## config.mk

```make
export PLATFORM = sky130hd
export DESIGN_NAME = sdram_cmd_seq
export DESIGN_NICKNAME = d
export VERILOG_FILES = /design/src/rtl/sdram_seq_pkg.sv /design/src/rtl/sdram_addr_map.sv /design/src/rtl/sdram_wait_ctr.sv /design/src/rtl/sdram_refresh_timer.sv /design/src/rtl/sdram_cmd_seq.sv
export SDC_FILE = /design/constraint.sdc
export NUM_CORES = 1
export LEC_CHECK = 0
export ABC_AREA = 1
export BUFFER_PORTS_ARGS = -buffer_cell sky130_fd_sc_hd__buf_2
export CAP_MARGIN = 40
export CORE_AREA = 2 2 88 90
export DETAILED_ROUTE_END_ITERATION = 8
export DIE_AREA = 0 0 90 92
export GPL_TIMING_DRIVEN = 0
export MAX_ROUTING_LAYER = met4
export PLACE_DENSITY = 0.78
export SLEW_MARGIN = 15
export SYNTH_ARGS = -nofsm -noshare
export SYNTH_HDL_FRONTEND = slang
export SYNTH_HIERARCHICAL = 1
export SYNTH_SLANG_ARGS = --single-unit
export TNS_END_PERCENT = 30
```

## constraint.sdc

```tcl
create_clock -name clk_i -period 2 [get_ports clk_i]
set_input_delay 0.2 -clock clk_i [delete_from_list [all_inputs] [get_ports clk_i]]
set_output_delay 0.2 -clock clk_i [all_outputs]
set_load 0.1 [all_outputs]
```

## src/rtl/sdram_seq_pkg.sv

```systemverilog
package sdram_seq_pkg;

  localparam int unsigned AP_BIT = 10;

  typedef enum logic [2:0] {
    MODE_NORMAL    = 3'd0,
    MODE_NOP       = 3'd1,
    MODE_PRECHARGE = 3'd2,
    MODE_REFRESH   = 3'd3,
    MODE_LOADMODE  = 3'd4
  } mode_e;

  // {cs_n, ras_n, cas_n, we_n}
  typedef enum logic [3:0] {
    CMD_DESEL = 4'b1111,
    CMD_NOP   = 4'b0111,
    CMD_ACT   = 4'b0011,
    CMD_READ  = 4'b0101,
    CMD_WRITE = 4'b0100,
    CMD_PRE   = 4'b0010,
    CMD_REF   = 4'b0001,
    CMD_LMR   = 4'b0000
  } cmd_e;

  typedef enum logic [1:0] {
    ST_IDLE,
    ST_RECOV,
    ST_RDWR
  } state_e;

endpackage

```

## src/rtl/sdram_addr_map.sv

```systemverilog
module sdram_addr_map
  import sdram_seq_pkg::*;
#(
  parameter int unsigned ADDR_W   = 26,
  parameter int unsigned BYTE_OFF = 2,
  parameter int unsigned COL_W    = 9,
  parameter int unsigned ROW_W    = 13,
  parameter int unsigned BA_W     = 2
) (
  input  logic [ADDR_W-1:0] addr_i,
  output logic [ROW_W-1:0]  row_o,
  output logic [ROW_W-1:0]  col_a_o,
  output logic [BA_W-1:0]   bank_o,
  output logic [ROW_W-1:0]  lmr_a_o,
  output logic [BA_W-1:0]   lmr_ba_o
);

  localparam int unsigned ROW_LSB  = BYTE_OFF + COL_W;
  localparam int unsigned BANK_LSB = ROW_LSB + ROW_W;
  localparam int unsigned LBA_LSB  = BYTE_OFF + ROW_W;
  localparam int unsigned TOP_W    = ADDR_W - BANK_LSB - BA_W;

  always_comb begin
    row_o    = addr_i[ROW_LSB +: ROW_W];
    bank_o   = addr_i[BANK_LSB +: BA_W];
    lmr_a_o  = addr_i[BYTE_OFF +: ROW_W];
    lmr_ba_o = addr_i[LBA_LSB +: BA_W];
    col_a_o  = '0;
    col_a_o[COL_W-1:0] = addr_i[BYTE_OFF +: COL_W];
    col_a_o[AP_BIT]    = 1'b1;
  end

  // byte lane bits and bits above the bank field do not select a location
  if (BYTE_OFF > 0) begin : g_low
    logic unused_low;
    assign unused_low = ^addr_i[BYTE_OFF-1:0];
  end
  if (TOP_W > 0) begin : g_top
    logic unused_top;
    assign unused_top = ^addr_i[ADDR_W-1 -: TOP_W];
  end

endmodule

```

## src/rtl/sdram_wait_ctr.sv

```systemverilog
module sdram_wait_ctr #(
  parameter int unsigned WAIT_W = 8
) (
  input  logic              clk_i,
  input  logic              rst_ni,
  input  logic              load_i,
  input  logic [WAIT_W-1:0] load_val_i,
  output logic              done_o
);

  logic [WAIT_W-1:0] cnt_q;

  always_ff @(posedge clk_i or negedge rst_ni) begin
    if (!rst_ni)              cnt_q <= '0;
    else if (load_i)          cnt_q <= load_val_i;
    else if (cnt_q != '0)     cnt_q <= cnt_q - 1'b1;
  end

  assign done_o = (cnt_q == '0);

  p_load_clean_r7: assert property (@(posedge clk_i) disable iff (!rst_ni)
    load_i |=> (cnt_q == $past(load_val_i)));

endmodule

```

## src/rtl/sdram_refresh_timer.sv

```systemverilog
module sdram_refresh_timer #(
  parameter int unsigned REF_W = 12
) (
  input  logic             clk_i,
  input  logic             rst_ni,
  input  logic             cfg_we_i,
  input  logic [REF_W-1:0] cfg_val_i,
  input  logic             ack_i,
  output logic             pend_o
);

  logic [REF_W-1:0] period_q, cnt_q;
  logic             pend_q, expire;

  assign expire = !cfg_we_i && (period_q != '0) && (cnt_q <= REF_W'(1));

  always_ff @(posedge clk_i or negedge rst_ni) begin
    if (!rst_ni) begin
      period_q <= '0;
      cnt_q    <= '0;
      pend_q   <= 1'b0;
    end else if (cfg_we_i) begin
      period_q <= cfg_val_i;
      cnt_q    <= cfg_val_i;
      pend_q   <= 1'b0;
    end else begin
      if (period_q != '0) cnt_q <= expire ? period_q : cnt_q - 1'b1;
      pend_q <= expire | (pend_q & ~ack_i);
    end
  end

  assign pend_o = pend_q;

  p_off_quiet_r9: assert property (@(posedge clk_i) disable iff (!rst_ni)
    (period_q == '0) |-> !pend_o);

endmodule

```

## src/rtl/sdram_cmd_seq.sv

```systemverilog
module sdram_cmd_seq
  import sdram_seq_pkg::*;
#(
  parameter int unsigned ADDR_W   = 26,
  parameter int unsigned BYTE_OFF = 2,
  parameter int unsigned COL_W    = 9,
  parameter int unsigned ROW_W    = 13,
  parameter int unsigned BA_W     = 2,
  parameter int unsigned REF_W    = 12,
  parameter int unsigned T_RCD    = 3,
  parameter int unsigned T_RP     = 3,
  parameter int unsigned T_RFC    = 7,
  parameter int unsigned T_MRD    = 2
) (
  input  logic              clk_i,
  input  logic              rst_ni,
  input  logic              cfg_we_i,
  input  logic              cfg_sel_i,
  input  logic [REF_W-1:0]  cfg_wdata_i,
  input  logic              bus_req_i,
  input  logic              bus_we_i,
  input  logic [ADDR_W-1:0] bus_addr_i,
  output logic              bus_ack_o,
  output logic              ready_o,
  output logic [3:0]        sd_cmd_o,
  output logic [ROW_W-1:0]  sd_a_o,
  output logic [BA_W-1:0]   sd_ba_o
);

  localparam int unsigned WAIT_W  = 8;
  localparam int unsigned T_NOP   = 2;
  localparam int unsigned MODE_MAX = 4;

  function automatic logic [WAIT_W-1:0] wait_of(input int unsigned t);
    return WAIT_W'(t - 2);
  endfunction

  state_e state_q, state_d;
  mode_e  mode_q;
  cmd_e   cmd_d, cmd_q;
  logic [ROW_W-1:0] a_d, a_q;
  logic [BA_W-1:0]  ba_d, ba_q;
  logic ack_pend_q, ack_pend_d, go_rdwr_q, go_rdwr_d, normal_q, normal_d;
  logic lmr_seen_q, ready_q, ack;
  logic wait_load, wait_done;
  logic [WAIT_W-1:0] wait_val;
  logic ref_pend, ref_ack;
  logic [ROW_W-1:0] row, col_a, lmr_a;
  logic [BA_W-1:0]  bank, lmr_ba;

  sdram_addr_map #(
    .ADDR_W(ADDR_W), .BYTE_OFF(BYTE_OFF), .COL_W(COL_W), .ROW_W(ROW_W), .BA_W(BA_W)
  ) i_map (
    .addr_i(bus_addr_i), .row_o(row), .col_a_o(col_a), .bank_o(bank),
    .lmr_a_o(lmr_a), .lmr_ba_o(lmr_ba)
  );

  sdram_wait_ctr #(.WAIT_W(WAIT_W)) i_wait (
    .clk_i, .rst_ni, .load_i(wait_load), .load_val_i(wait_val), .done_o(wait_done)
  );

  sdram_refresh_timer #(.REF_W(REF_W)) i_refresh (
    .clk_i, .rst_ni, .cfg_we_i(cfg_we_i & cfg_sel_i), .cfg_val_i(cfg_wdata_i),
    .ack_i(ref_ack), .pend_o(ref_pend)
  );

  always_ff @(posedge clk_i or negedge rst_ni) begin
    if (!rst_ni) mode_q <= MODE_NORMAL;
    else if (cfg_we_i && !cfg_sel_i && cfg_wdata_i <= REF_W'(MODE_MAX))
      mode_q <= mode_e'(cfg_wdata_i[2:0]);
  end

  always_comb begin
    state_d    = state_q;
    cmd_d      = CMD_DESEL;
    a_d        = '0;
    ba_d       = '0;
    wait_load  = 1'b0;
    wait_val   = '0;
    ref_ack    = 1'b0;
    ack        = 1'b0;
    ack_pend_d = ack_pend_q;
    go_rdwr_d  = go_rdwr_q;
    normal_d   = normal_q;
    unique case (state_q)
      ST_IDLE: begin
        if (ref_pend) begin
          cmd_d      = CMD_REF;
          wait_load  = 1'b1;
          wait_val   = wait_of(T_RFC);
          ref_ack    = 1'b1;
          ack_pend_d = 1'b0;
          go_rdwr_d  = 1'b0;
          normal_d   = 1'b0;
          state_d    = ST_RECOV;
        end else if (bus_req_i) begin
          wait_load  = 1'b1;
          ack_pend_d = 1'b1;
          go_rdwr_d  = 1'b0;
          normal_d   = 1'b0;
          state_d    = ST_RECOV;
          case (mode_q)
            MODE_NORMAL: begin
              cmd_d     = CMD_ACT;
              a_d       = row;
              ba_d      = bank;
              wait_val  = wait_of(T_RCD);
              go_rdwr_d = 1'b1;
              normal_d  = 1'b1;
            end
            MODE_PRECHARGE: begin
              cmd_d         = CMD_PRE;
              a_d[AP_BIT]   = 1'b1;
              wait_val      = wait_of(T_RP);
            end
            MODE_REFRESH: begin
              cmd_d    = CMD_REF;
              wait_val = wait_of(T_RFC);
            end
            MODE_LOADMODE: begin
              cmd_d    = CMD_LMR;
              a_d      = lmr_a;
              ba_d     = lmr_ba;
              wait_val = wait_of(T_MRD);
            end
            default: begin
              cmd_d    = CMD_NOP;
              wait_val = wait_of(T_NOP);
            end
          endcase
        end
      end
      ST_RECOV: begin
        if (wait_done) begin
          if (go_rdwr_q) begin
            state_d = ST_RDWR;
          end else begin
            state_d    = ST_IDLE;
            ack        = ack_pend_q;
            ack_pend_d = 1'b0;
          end
        end
      end
      ST_RDWR: begin
        cmd_d     = bus_we_i ? CMD_WRITE : CMD_READ;
        a_d       = col_a;
        ba_d      = bank;
        wait_load = 1'b1;
        wait_val  = wait_of(T_RP);
        go_rdwr_d = 1'b0;
        state_d   = ST_RECOV;
      end
      default: state_d = ST_IDLE;
    endcase
  end

  always_ff @(posedge clk_i or negedge rst_ni) begin
    if (!rst_ni) begin
      state_q    <= ST_IDLE;
      cmd_q      <= CMD_DESEL;
      a_q        <= '0;
      ba_q       <= '0;
      ack_pend_q <= 1'b0;
      go_rdwr_q  <= 1'b0;
      normal_q   <= 1'b0;
      lmr_seen_q <= 1'b0;
      ready_q    <= 1'b0;
    end else begin
      state_q    <= state_d;
      cmd_q      <= cmd_d;
      a_q        <= a_d;
      ba_q       <= ba_d;
      ack_pend_q <= ack_pend_d;
      go_rdwr_q  <= go_rdwr_d;
      normal_q   <= normal_d;
      lmr_seen_q <= lmr_seen_q | (cmd_d == CMD_LMR);
      ready_q    <= ready_q | (ack & normal_q & lmr_seen_q);
    end
  end

  assign sd_cmd_o  = cmd_q;
  assign sd_a_o    = a_q;
  assign sd_ba_o   = ba_q;
  assign bus_ack_o = ack;
  assign ready_o   = ready_q;

  // command spacing tracker, observes the pins only
  logic [WAIT_W-1:0] gap_q, need_q;
  logic              seen_q;
  cmd_e              last_q;

  function automatic logic [WAIT_W-1:0] need_of(input logic [3:0] c);
    case (c)
      CMD_PRE, CMD_READ, CMD_WRITE: return WAIT_W'(T_RP);
      CMD_REF:                      return WAIT_W'(T_RFC);
      CMD_LMR:                      return WAIT_W'(T_MRD);
      CMD_ACT:                      return WAIT_W'(T_RCD);
      default:                      return WAIT_W'(T_NOP);
    endcase
  endfunction

  always_ff @(posedge clk_i or negedge rst_ni) begin
    if (!rst_ni) begin
      gap_q  <= '0;
      need_q <= '0;
      seen_q <= 1'b0;
      last_q <= CMD_DESEL;
    end else if (sd_cmd_o != CMD_DESEL) begin
      gap_q  <= WAIT_W'(1);
      need_q <= need_of(sd_cmd_o);
      seen_q <= 1'b1;
      last_q <= cmd_e'(sd_cmd_o);
    end else if (gap_q != '1) begin
      gap_q <= gap_q + 1'b1;
    end
  end

  p_cmd_gap_r7: assert property (@(posedge clk_i) disable iff (!rst_ni)
    (seen_q && sd_cmd_o != CMD_DESEL) |-> (gap_q >= need_q));

  p_rcd_exact_r6: assert property (@(posedge clk_i) disable iff (!rst_ni)
    (sd_cmd_o == CMD_WRITE || sd_cmd_o == CMD_READ) |->
      (last_q == CMD_ACT && gap_q == WAIT_W'(T_RCD)));

  p_pre_all_r4: assert property (@(posedge clk_i) disable iff (!rst_ni)
    (sd_cmd_o == CMD_PRE) |-> sd_a_o[AP_BIT]);

  p_ack_pulse_r8: assert property (@(posedge clk_i) disable iff (!rst_ni)
    bus_ack_o |=> !bus_ack_o);

  p_ready_sticky_r11: assert property (@(posedge clk_i) disable iff (!rst_ni)
    ready_o |=> ready_o);

  p_ready_cause_r11: assert property (@(posedge clk_i) disable iff (!rst_ni)
    $rose(ready_o) |-> lmr_seen_q);

endmodule

```

Word-level counts from Yosys, hierarchy flattened
Index checks and enable logic that the tools add are counted.
W data, S select, Z words.
{"block": "word_totals", "register_bits": 62, "inputBits": 44, "output_inout_bits": 21, "word_cells": 103}
{"block": "classes", "add_sub_neg": 2, "order_cmp": 2, "eq_ne": 8, "n_mux": 47, "bitwise_logic": 8, "reduce_logical": 22}
{"op": "$mux W12", "n": 3}
{"op": "$mux W13", "n": 2}
{"op": "$pmux W13 S2", "n": 1}
{"op": "$pmux W10 S2", "n": 1}
{"op": "$mux W1", "n": 16}
{"op": "$mux W8", "n": 2}
{"op": "$le A12 B1 Y1 const B", "n": 1}
{"op": "$le A12 B3 Y1 const B", "n": 1}
{"op": "$mux W2", "n": 6}
{"op": "$pmux W2 S2", "n": 3}
{"op": "$pmux W3 S2", "n": 2}
{"op": "$pmux W3 S4", "n": 1}
{"op": "$reduce_bool A12 Y1", "n": 1}
{"op": "$sub A12 B1 Y12 const B", "n": 1}
{"op": "$reduce_bool A2 Y1", "n": 5}
{"op": "$logic_not A8 Y1", "n": 1}
{"op": "$mux W4", "n": 2}
{"op": "$pmux W4 S2", "n": 1}
{"op": "$reduce_bool A8 Y1", "n": 1}
{"op": "$sub A8 B1 Y8 const B", "n": 1}
{"op": "$eq A3 B2 Y1 const B", "n": 2}
{"op": "$mux W3", "n": 2}
{"op": "$pmux W1 S2", "n": 3}
{"op": "$pmux W2 S3", "n": 1}
{"op": "18 further kinds", "n": 29}

Logic depth before layout (Yosys ltp)
Gate-level depths: netlist (run 1).
{"block": "logic_depth", "ltp_word": 7, "mapped_depth": 13, "mapped_depth_nobuf": 13}

Hierarchy
The synthesis (run 1) kept the hierarchy.
{"module": "sdram_refresh_timer", "instances": 1, "cells_per_inst": 237, "area_per_inst_um2": 1671.6, "seq_area_each_um2": 625.6}
{"module": "sdram_cmd_seq", "instances": 1, "cells_per_inst": 215, "area_per_inst_um2": 1539.0, "seq_area_each_um2": 730.7}
{"module": "sdram_wait_ctr", "instances": 1, "cells_per_inst": 74, "area_per_inst_um2": 518.0, "seq_area_each_um2": 200.2}
{"module": "sdram_addr_map", "instances": 1, "cells_per_inst": 45, "area_per_inst_um2": 330.3, "seq_area_each_um2": 0.0}

Worst setup path after synthesis (run 1)
OpenSTA, ideal clock, no wires.
{"block": "synth_path", "path_type": "flip-flop to flip-flop", "startpoint": "reg i_wait.cnt_q[0]", "endpoint": "reg ready_q, in the netlist ready_o", "setup_time_ns": 0.081, "arrival_ns": 2.586, "required_ns": 1.919, "path_slack_ns": -0.667, "path_stages_with_launch": 9, "n_path_buf": 0, "synth_period_minus_slack_ns": 2.667, "cell_sequence": "dfrtp_1 -> inv_1 -> ha_1 -> nand3_2 -> nor2_4 -> nand3_1 -> nor2_1 -> nand2_1 -> o21bai_1"}
{"block": "synth_between", "elab_chain_cells": 6}
{"item": "start, declared", "line": "sdram_wait_ctr.sv:11", "text": "logic [WAIT_W-1:0] cnt_q;"}
{"item": "start signal, assigned", "line": "sdram_wait_ctr.sv:15", "text": "else if (load_i) cnt_q <= load_val_i;"}
{"item": "start signal, assigned", "line": "sdram_wait_ctr.sv:16", "text": "else if (cnt_q != '0) cnt_q <= cnt_q - 1'b1;"}
{"item": "$logic_not A8 Y1", "line": "sdram_wait_ctr.sv:19", "text": "assign done_o = (cnt_q == '0);"}
{"item": "named net wait_done", "line": "sdram_cmd_seq.sv:45", "text": "logic wait_load, wait_done;"}
{"item": "$mux W1", "line": "sdram_cmd_seq.sv:134", "text": "if (wait_done) begin"}
{"item": "$mux W1", "line": "sdram_cmd_seq.sv:85", "text": "unique case (state_q)"}
{"item": "named net bus_ack_o", "line": "sdram_cmd_seq.sv:23", "text": "output logic bus_ack_o,"}
{"item": "$and A1 B1 Y1 (2 in a row)", "line": "sdram_cmd_seq.sv:177", "text": "ready_q <= ready_q | (ack & normal_q & lmr_seen_q);"}
{"item": "$or A1 B1 Y1", "line": "sdram_cmd_seq.sv:177"}
{"item": "end signal, assigned", "line": "sdram_cmd_seq.sv:177"}
{"item": "end, declared", "line": "sdram_cmd_seq.sv:44", "text": "logic lmr_seen_q, ready_q, ack;"}
The timed path passes the listed nets, and every way through them passes these cells.
A chain may end at the register's enable or synchronous reset.

Worst setup path after layout (run 1)
{"block": "layout_path", "startpoint": "reg i_wait.cnt_q[0]", "endpoint": "out bus_ack_o"}
{"block": "layout_between", "elab_chain_cells": 3}
{"item": "$logic_not A8 Y1", "line": "sdram_wait_ctr.sv:19"}
{"item": "named net wait_done", "line": "sdram_cmd_seq.sv:45"}
{"item": "$mux W1", "line": "sdram_cmd_seq.sv:134"}
{"item": "$mux W1", "line": "sdram_cmd_seq.sv:85"}
{"item": "end, declared", "line": "sdram_cmd_seq.sv:23"}
The timed path passes the listed nets, and every way through them passes these cells.

==> results of run 1 <==
cells by family (layout without fill, tap and decap cells):
group | after synthesis | after routing
other | 3 | 10
adder cells (fa/ha/maj) | 3 | 3
AO/OA/AOI/OAI | 38 | 38
buffers and inverters | 113 | 169
flip-flops | 62 | 62
AND/OR/NAND/NOR | 345 | 345
XOR/XNOR | 7 | 7
power groups by stage:
stage                     registers, mW  logic [mW]  clock network (mW)
after global routing               1.85        2.30                1.20
after floorplan                    2.08        1.35                   0
final                              1.81        2.04                1.13
after CTS                          1.80        2.01                1.16
after global placement             1.81        1.93                   0
after detailed placement           1.82        1.99                   0
Yosys cell counts:
master	number
nor2_2	7
a22oi_1	1
nand3_2	6
o21bai_1	1
dfrtp_1	58
nand3_1	23
o21ai_1	1
nor3_1	2
nor2_1	59
o21ai_2	4
nor3b_4	1
clkbuf_4	1
o21ai_0	16
clkbuf_1	2
buf_2	4
o211ai_1	1
nand3b_1	1
nand2_1	221
ha_1	3
or2_1	1
dfstp_2	4
nand2_4	4
inv_2	9
nand4_1	6
buf_6	3
inv_1	48
a21oi_1	8
conb_1	3
buf_4	45
nor2_8	1
nand2_2	9
xor2_1	5
nor2_4	4
buf_12	1
xnor2_1	2
a21oi_2	6
registers in the layout, indices dropped and copies added, names as in the netlist:
name                count
ack_pend_q              1
go_rdwr_q               1
i_refresh/cnt_q        12
i_refresh/pend_o        1
i_refresh/period_q     12
i_wait/cnt_q            8
lmr_seen_q              1
mode_q                  3
normal_q                1
ready_o                 1
sd_a_o                 13
sd_ba_o                 2
sd_cmd_o                4
state_q                 2
path summary, 6_finish.rpt:
kind,from,to,slack [ns],depth (start not counted)
max reg2reg,i_refresh/cnt_q[0]$_DFFE_PN0P_,i_refresh/cnt_q[11]$_DFFE_PN0P_,0.17,9
min reg2reg,lmr_seen_q$_DFF_PN0_,lmr_seen_q$_DFF_PN0_,0.45,2
max,i_wait/cnt_q[0]$_DFFE_PN0P_,bus_ack_o,0.11,7
min,bus_addr_i[5],sd_a_o[3]$_DFF_PN0_,0.05,3
max in group asynchronous,rst_ni,i_refresh/period_q[2]$_DFFE_PN0P_,1.00,2
min in group asynchronous,rst_ni,i_refresh/period_q[11]$_DFFE_PN0P_,0.47,2
worst register-to-register path: stages (launching register included):
cell and delay, ns:
dfrtp_1 0.43, inv_1 0.12, ha_1 0.25, nor2_2 0.09, nor3b_4 0.29, nand3_1 0.24
nand3_1 0.14, nand2_1 0.06, nand2_1 0.05, nand2_1 0.05
metrics by stage:
step | utilization [%] | worst slack [ns] | area (um^2) | cells
after floorplan | - | 0.118 | 4090 | 578
after global placement | 59.2 | 0.112 | 4410 | 718
after detailed placement | 59.3 | 0.0635 | 4410 | 718
after CTS | 62.4 | 0.0400 | 4650 | 736
after global routing | 62.6 | 0.00409 | 4660 | 736
final | 62.6 | 0.109 | 4660 | 736
per-layer routing:
metal	wire length (um)	up-vias	global-route usage, %	part of all wire, %
met4	125	0	7.69	1.4
li1	-	1811	-	-
met2	4210	112	39.0	47
met5	0	-	-	0
met1	3950	1628	28.9	44
met3	616	11	5.83	6.9
repair_timing:
action	CTS	global route
hold buffers	1	0
endpoints found under the hold margin	58	0
setup buffers	1	0
gates resized for setup	5	3
setup endpoints to repair	1	1
gates cloned	0	0
pin swaps	1	0
area by class of cell:
type / instances / area [um^2]
Sequential cell: 62 / 1560
Multi-Input combinational cell: 403 / 1910
Fill cell: 676 / 2790
Buffer: 56 / 427
Tap cell: 102 / 128
Clock inverter: 3 / 43.8
Timing Repair Buffer: 40 / 225
Clock buffer: 13 / 159
Inverter: 57 / 214
==> flow_metrics.py, run 1 <==
metrics = {
    "outcome": {
        "outcome": "finished clean",
    },
    "grt": {
        "grt_usage_pct": 23.7,
        "antenna_found_initial": 0,
        "grt_pass1_wl_um": 15500,
        "grt_pass1_vias": 3485,
        "gr-total-overflow": 0,
        "grt_max_degree": 63,
    },
    "finish": {
        "final_layout_size_suffix_gt1_share_pct": 26.2,
        "layout.nets": 676,
        "area_growth_syn_to_layout_pct": 14.8,
        "antennaDiodeCount": 0,
        "final_common_cell": "nand2_1",
        "final_cell_mix": "221 x nand2_1, 58 x nor2_1, 58 x dfrtp_1, 47 x buf_4, 46 x inv_1",
    },
    "timing": {
        "post-route-period-util_pct": 94.5,
        "setup_violations": 0,
        "layout_min_cycle_time_ns": 1.89,
        "fmax_mhz": 529,
        "rsz0062_at_grt": "no",
        "finClkSkew_ns": 0.00720,
        "final_max_slew_viol_count": 0,
        "relSlewSlack_pct": 48.3,
        "fin_setup_tns_ns": 0,
        "holdWs_ns": 0.0524,
        "hold_viol": 0,
        "worst_pin_slew_ns": 0.775,
    },
    "critical_path": {
        "crit_top_cell": "nor2_4",
        "worst-path-buf-inv": 2,
        "path_max_fanout": 3,
        "path_class": "reg -> out",
        "crit_chain": "inv_2 > ha_4 > nand3_2 > nor2_4 > nand3_1 > nor2_4 > buf_12",
        "slowest_delay_ns": 0.39,
        "worstPathRequired_ns": 1.80,
        "worst_setup_path_start_kind": "register",
        "cp-end-kind": "primary output",
        "critPathSlowestCell": "dfrtp_1",
        "critPathArrivalTime_ns": 1.69,
        "cp_top_family": "simple AND/OR/NAND/NOR gates",
    },
    "placed_design": {
        "hpwlAfterDp_um": 6590,
        "io_buffers": 38,
        "place_congestion": 0.915,
    },
    "logic_synthesis": {
        "yosys.area_share.simple_pct": 37.4,
        "yosysSeqAreaShare_pct": 38.3,
        "synth_cells": 571,
        "synth-xor-area-share_pct": 1.51,
        "ys_seq_elements": 62,
        "yosysTopAreaCell": "dfrtp_1",
        "synth-adder-area-share_pct": 0.925,
        "syn_avg_cell_area_um2": 7.11,
        "synth-compound-area-share_pct": 5.80,
        "ys_warn_count": 6,
        "synth_top_area_share_pct": 35.8,
        "syn-cell-area_um2": 4060,
        "synth.distinct_cells": 36,
        "synthMuxAreaShare_pct": 0,
        "yosys-top-cells-area": "dfrtp_1 36%, nand2_1 20%, buf_4 8.3%",
        "synth_top_family_by_area": "simple AND/OR/NAND/NOR gates",
    },
    "die": {
        "rows": 32,
        "dieArea_um2": 8280,
        "start_util_pct": 54.5,
        "fp.dieH_um": 92,
        "die_x_um": 90,
        "ios": 65,
        "core_um2": 7450,
    },
    "power": {
        "vdd_drop_max_mv": 0.419,
        "seqPwrFrac_pct": 36.3,
        "switchingPower_mw": 2.07,
        "power.total_mw": 4.99,
        "powerDensity_nw_per_um2": 1070,
        "clkPwrFrac_pct": 22.7,
        "combPwrFrac_pct": 41.0,
        "p_leak_nw": 2.60,
        "power_switching_share_pct": 41.5,
        "p_int_mw": 2.92,
    },
    "routing": {
        "wl_per_cell_um": 12.1,
        "first_pass_iters": 7,
        "drc": 0,
        "ant_nets": 0,
        "wl_um": 8900,
        "drt_iter0_drc": 211,
        "vias": 3562,
        "via_per_inst": 4.84,
    },
    "clocking": {
        "clockBufferDepth": 2,
        "cts_root_buffer": "clkbuf_8",
        "clkSinkCount": 62,
        "insertion_delay_ns": 0.34,
        "cts.clk_slew.worst_paths_ns": 0.07,
        "cts_tree": "done",
        "numCtsBuffers": 9,
        "htreeDepth": 3,
    },
    "job": {
        "cap_violations": 0,
    },
    "worst_hold_path": {
        "hp-class": "in -> reg",
    },
}
No activity file was read; power rests on OpenSTA's default activity.
==> run 2: changes to the inputs <==
Settings changed: BUFFER_PORTS_ARGS -buffer_cell sky130_fd_sc_hd__buf_2 to -buffer_cell sky130_fd_sc_hd__clkbuf_2.
==> run 2 against run 1 <==
Clock power shrank 8%; via count down 1.7%; critical path type unchanged; cell count grew 0.14%; highest routed layer unchanged; setup slack improved by 0.0080 ns; largest cell class unchanged; sequential power is essentially flat; maximum frequency grew 0.42%.
==> flow_metrics.py, run 2 (synthesis gave the netlist of run 1 again) <==
metrics = {
    "critical_path": {
        "worst_setup_path_start_kind": "register",
        "slowest_delay_ns": 0.38,
        "worstPathRequired_ns": 1.80,
        "path_max_fanout": 3,
        "crit_chain": "inv_1 > ha_4 > nand3_2 > nor2_4 > nand3_1 > nor2_4 > clkbuf_16",
        "cp_top_family": "simple AND/OR/NAND/NOR gates",
        "worst-path-buf-inv": 2,
        "critPathSlowestCell": "dfrtp_1",
        "critPathArrivalTime_ns": 1.68,
        "path_class": "reg -> out",
        "cp-end-kind": "primary output",
        "crit_top_cell": "nor2_4",
    },
    "power": {
        "p_int_mw": 2.82,
        "clkPwrFrac_pct": 21.3,
        "powerDensity_nw_per_um2": 1040,
        "vdd_drop_max_mv": 0.374,
        "switchingPower_mw": 2.05,
        "power_switching_share_pct": 42.1,
        "combPwrFrac_pct": 41.7,
        "p_leak_nw": 2.59,
        "seqPwrFrac_pct": 37.1,
    },
    "clocking": {
        "numCtsBuffers": 9,
        "cts.clk_slew.worst_paths_ns": 0.08,
        "htreeDepth": 3,
        "insertion_delay_ns": 0.34,
        "clockBufferDepth": 2,
        "cts_tree": "done",
        "clkSinkCount": 62,
        "cts_root_buffer": "clkbuf_8",
    },
    "die": {
        "ios": 65,
        "die_x_um": 90,
        "rows": 32,
        "core_um2": 7450,
        "dieArea_um2": 8280,
        "fp.dieH_um": 92,
        "start_util_pct": 54.5,
    },
    "finish": {
        "final_common_cell": "nand2_1",
        "layout.nets": 677,
        "multiInputGateArea_um2": 1910,
        "final_layout_size_suffix_gt1_share_pct": 26.3,
        "stdcell_count": 737,
        "antennaDiodeCount": 0,
        "fillerInstances": 678,
        "final_cell_mix": "221 x nand2_1, 58 x nor2_1, 58 x dfrtp_1, 47 x inv_1, 46 x buf_4",
        "final_core_util_pct": 62.7,
        "regArea_um2": 1560,
        "area_growth_syn_to_layout_pct": 15.0,
        "largest_reg_flops": 13,
    },
    "placed_design": {
        "place_congestion": 0.919,
        "io_buffers": 38,
        "hpwlAfterDp_um": 6680,
        "dp_cells": 719,
    },
    "grt": {
        "antenna_found_initial": 0,
        "gr-total-overflow": 0,
        "grt_pass1_wl_um": 15100,
        "grt_usage_pct": 23.0,
        "grt_max_degree": 36,
        "grt_pass1_vias": 3466,
    },
    "routing": {
        "ant_nets": 0,
        "drt_iter0_drc": 259,
        "vias": 3500,
        "wl_um": 8630,
        "drc": 0,
        "first_pass_iters": 5,
        "wl_per_cell_um": 11.7,
        "via_per_inst": 4.75,
    },
    "timing": {
        "final_max_slew_viol_count": 0,
        "rsz0062_at_grt": "no",
        "fin_setup_tns_ns": 0,
        "finClkSkew_ns": 0.0109,
        "post-route-period-util_pct": 94.2,
        "layout_min_cycle_time_ns": 1.88,
        "setup_violations": 0,
        "hold_viol": 0,
        "fmax_mhz": 531,
        "worst_pin_slew_ns": 0.557,
        "relSlewSlack_pct": 63.0,
    },
    "worst_hold_path": {
        "hp-class": "in -> reg",
    },
    "outcome": {
        "outcome": "finished clean",
    },
    "job": {
        "cap_violations": 0,
    },
}
[run 2: layout make-up]
| class | count | share of cell area (%) |
|---|---|---|
| Buffer | 56 | 9.14 |
| Clock inverter | 3 | 0.375 |
| Tap cell | 102 | 2.73 |
| Timing Repair Buffer | 41 | 5.36 |
| Multi-Input combinational cell | 403 | 40.9 |
| Clock buffer | 13 | 3.62 |
| Sequential cell | 62 | 33.3 |
| Inverter | 57 | 4.58 |
[run 2: worst min-delay path, stage by stage]
cell	delay, ns
buf_4	0.08
nand2_1	0.04
nand2_1	0.05
[run 2: through the flow]
| stage | worst slack (ns) | instance area [um^2] | hold WS [ns] | power [mW] |
|---|---|---|---|---|
| after global placement | 0.0809 | 4410 | 0.402 | 3.74 |
| after global routing | 0.0323 | 4670 | 0.0573 | 5.22 |
| after CTS | 0.0480 | 4660 | 0.0473 | 4.87 |
| final | 0.117 | 4670 | 0.0559 | 4.87 |
| after detailed placement | 0.0507 | 4430 | 0.183 | 3.81 |
| after floorplan | 0.118 | 4090 | -0.0956 | 3.43 |
[run 2: what timing repair did]
item / in CTS / in global routing
pin swaps: 1 / 0
hold endpoints to repair: 27 / 0
hold buffers: 1 / 0
gates cloned: 0 / 0
gates resized for setup: 4 / 2
buffers inserted: 1 / 0
setup endpoints to repair: 1 / 1
[run 2: final timing paths]
check	startpoint	to	slack, ns	depth (start not counted)
max	i_wait/cnt_q[1]$_DFFE_PN0P_	bus_ack_o	0.12	7
min	bus_addr_i[6]	sd_a_o[4]$_DFF_PN0_	0.06	3
max reg2reg	i_refresh/cnt_q[0]$_DFFE_PN0P_	i_refresh/cnt_q[5]$_DFFE_PN0P_	0.17	9
min reg2reg	lmr_seen_q$_DFF_PN0_	lmr_seen_q$_DFF_PN0_	0.46	2
max in group asynchronous	rst_ni	sd_cmd_o[2]$_DFF_PN1_	1.06	3
min in group asynchronous	rst_ni	i_refresh/cnt_q[7]$_DFFE_PN0P_	0.36	2
[run 2: per-layer routing]
layer	vias to the layer above	share of wire (%)	track usage (%)
met3	4	5.7	4.77
li1	1810	-	-
met4	0	0.73	8.33
met1	1602	45	28.3
met5	-	0	-
met2	84	49	37.7
[run 2: power groups by stage]
| stage | Sequential, mW | Combinational (mW) | Clock, mW |
|---|---|---|---|
| after floorplan | 2.08 | 1.35 | 0 |
| after global placement | 1.81 | 1.93 | 0 |
| after detailed placement | 1.82 | 2.00 | 0 |
| after CTS | 1.80 | 2.01 | 1.06 |
| after global routing | 1.85 | 2.26 | 1.11 |
| final | 1.81 | 2.03 | 1.04 |
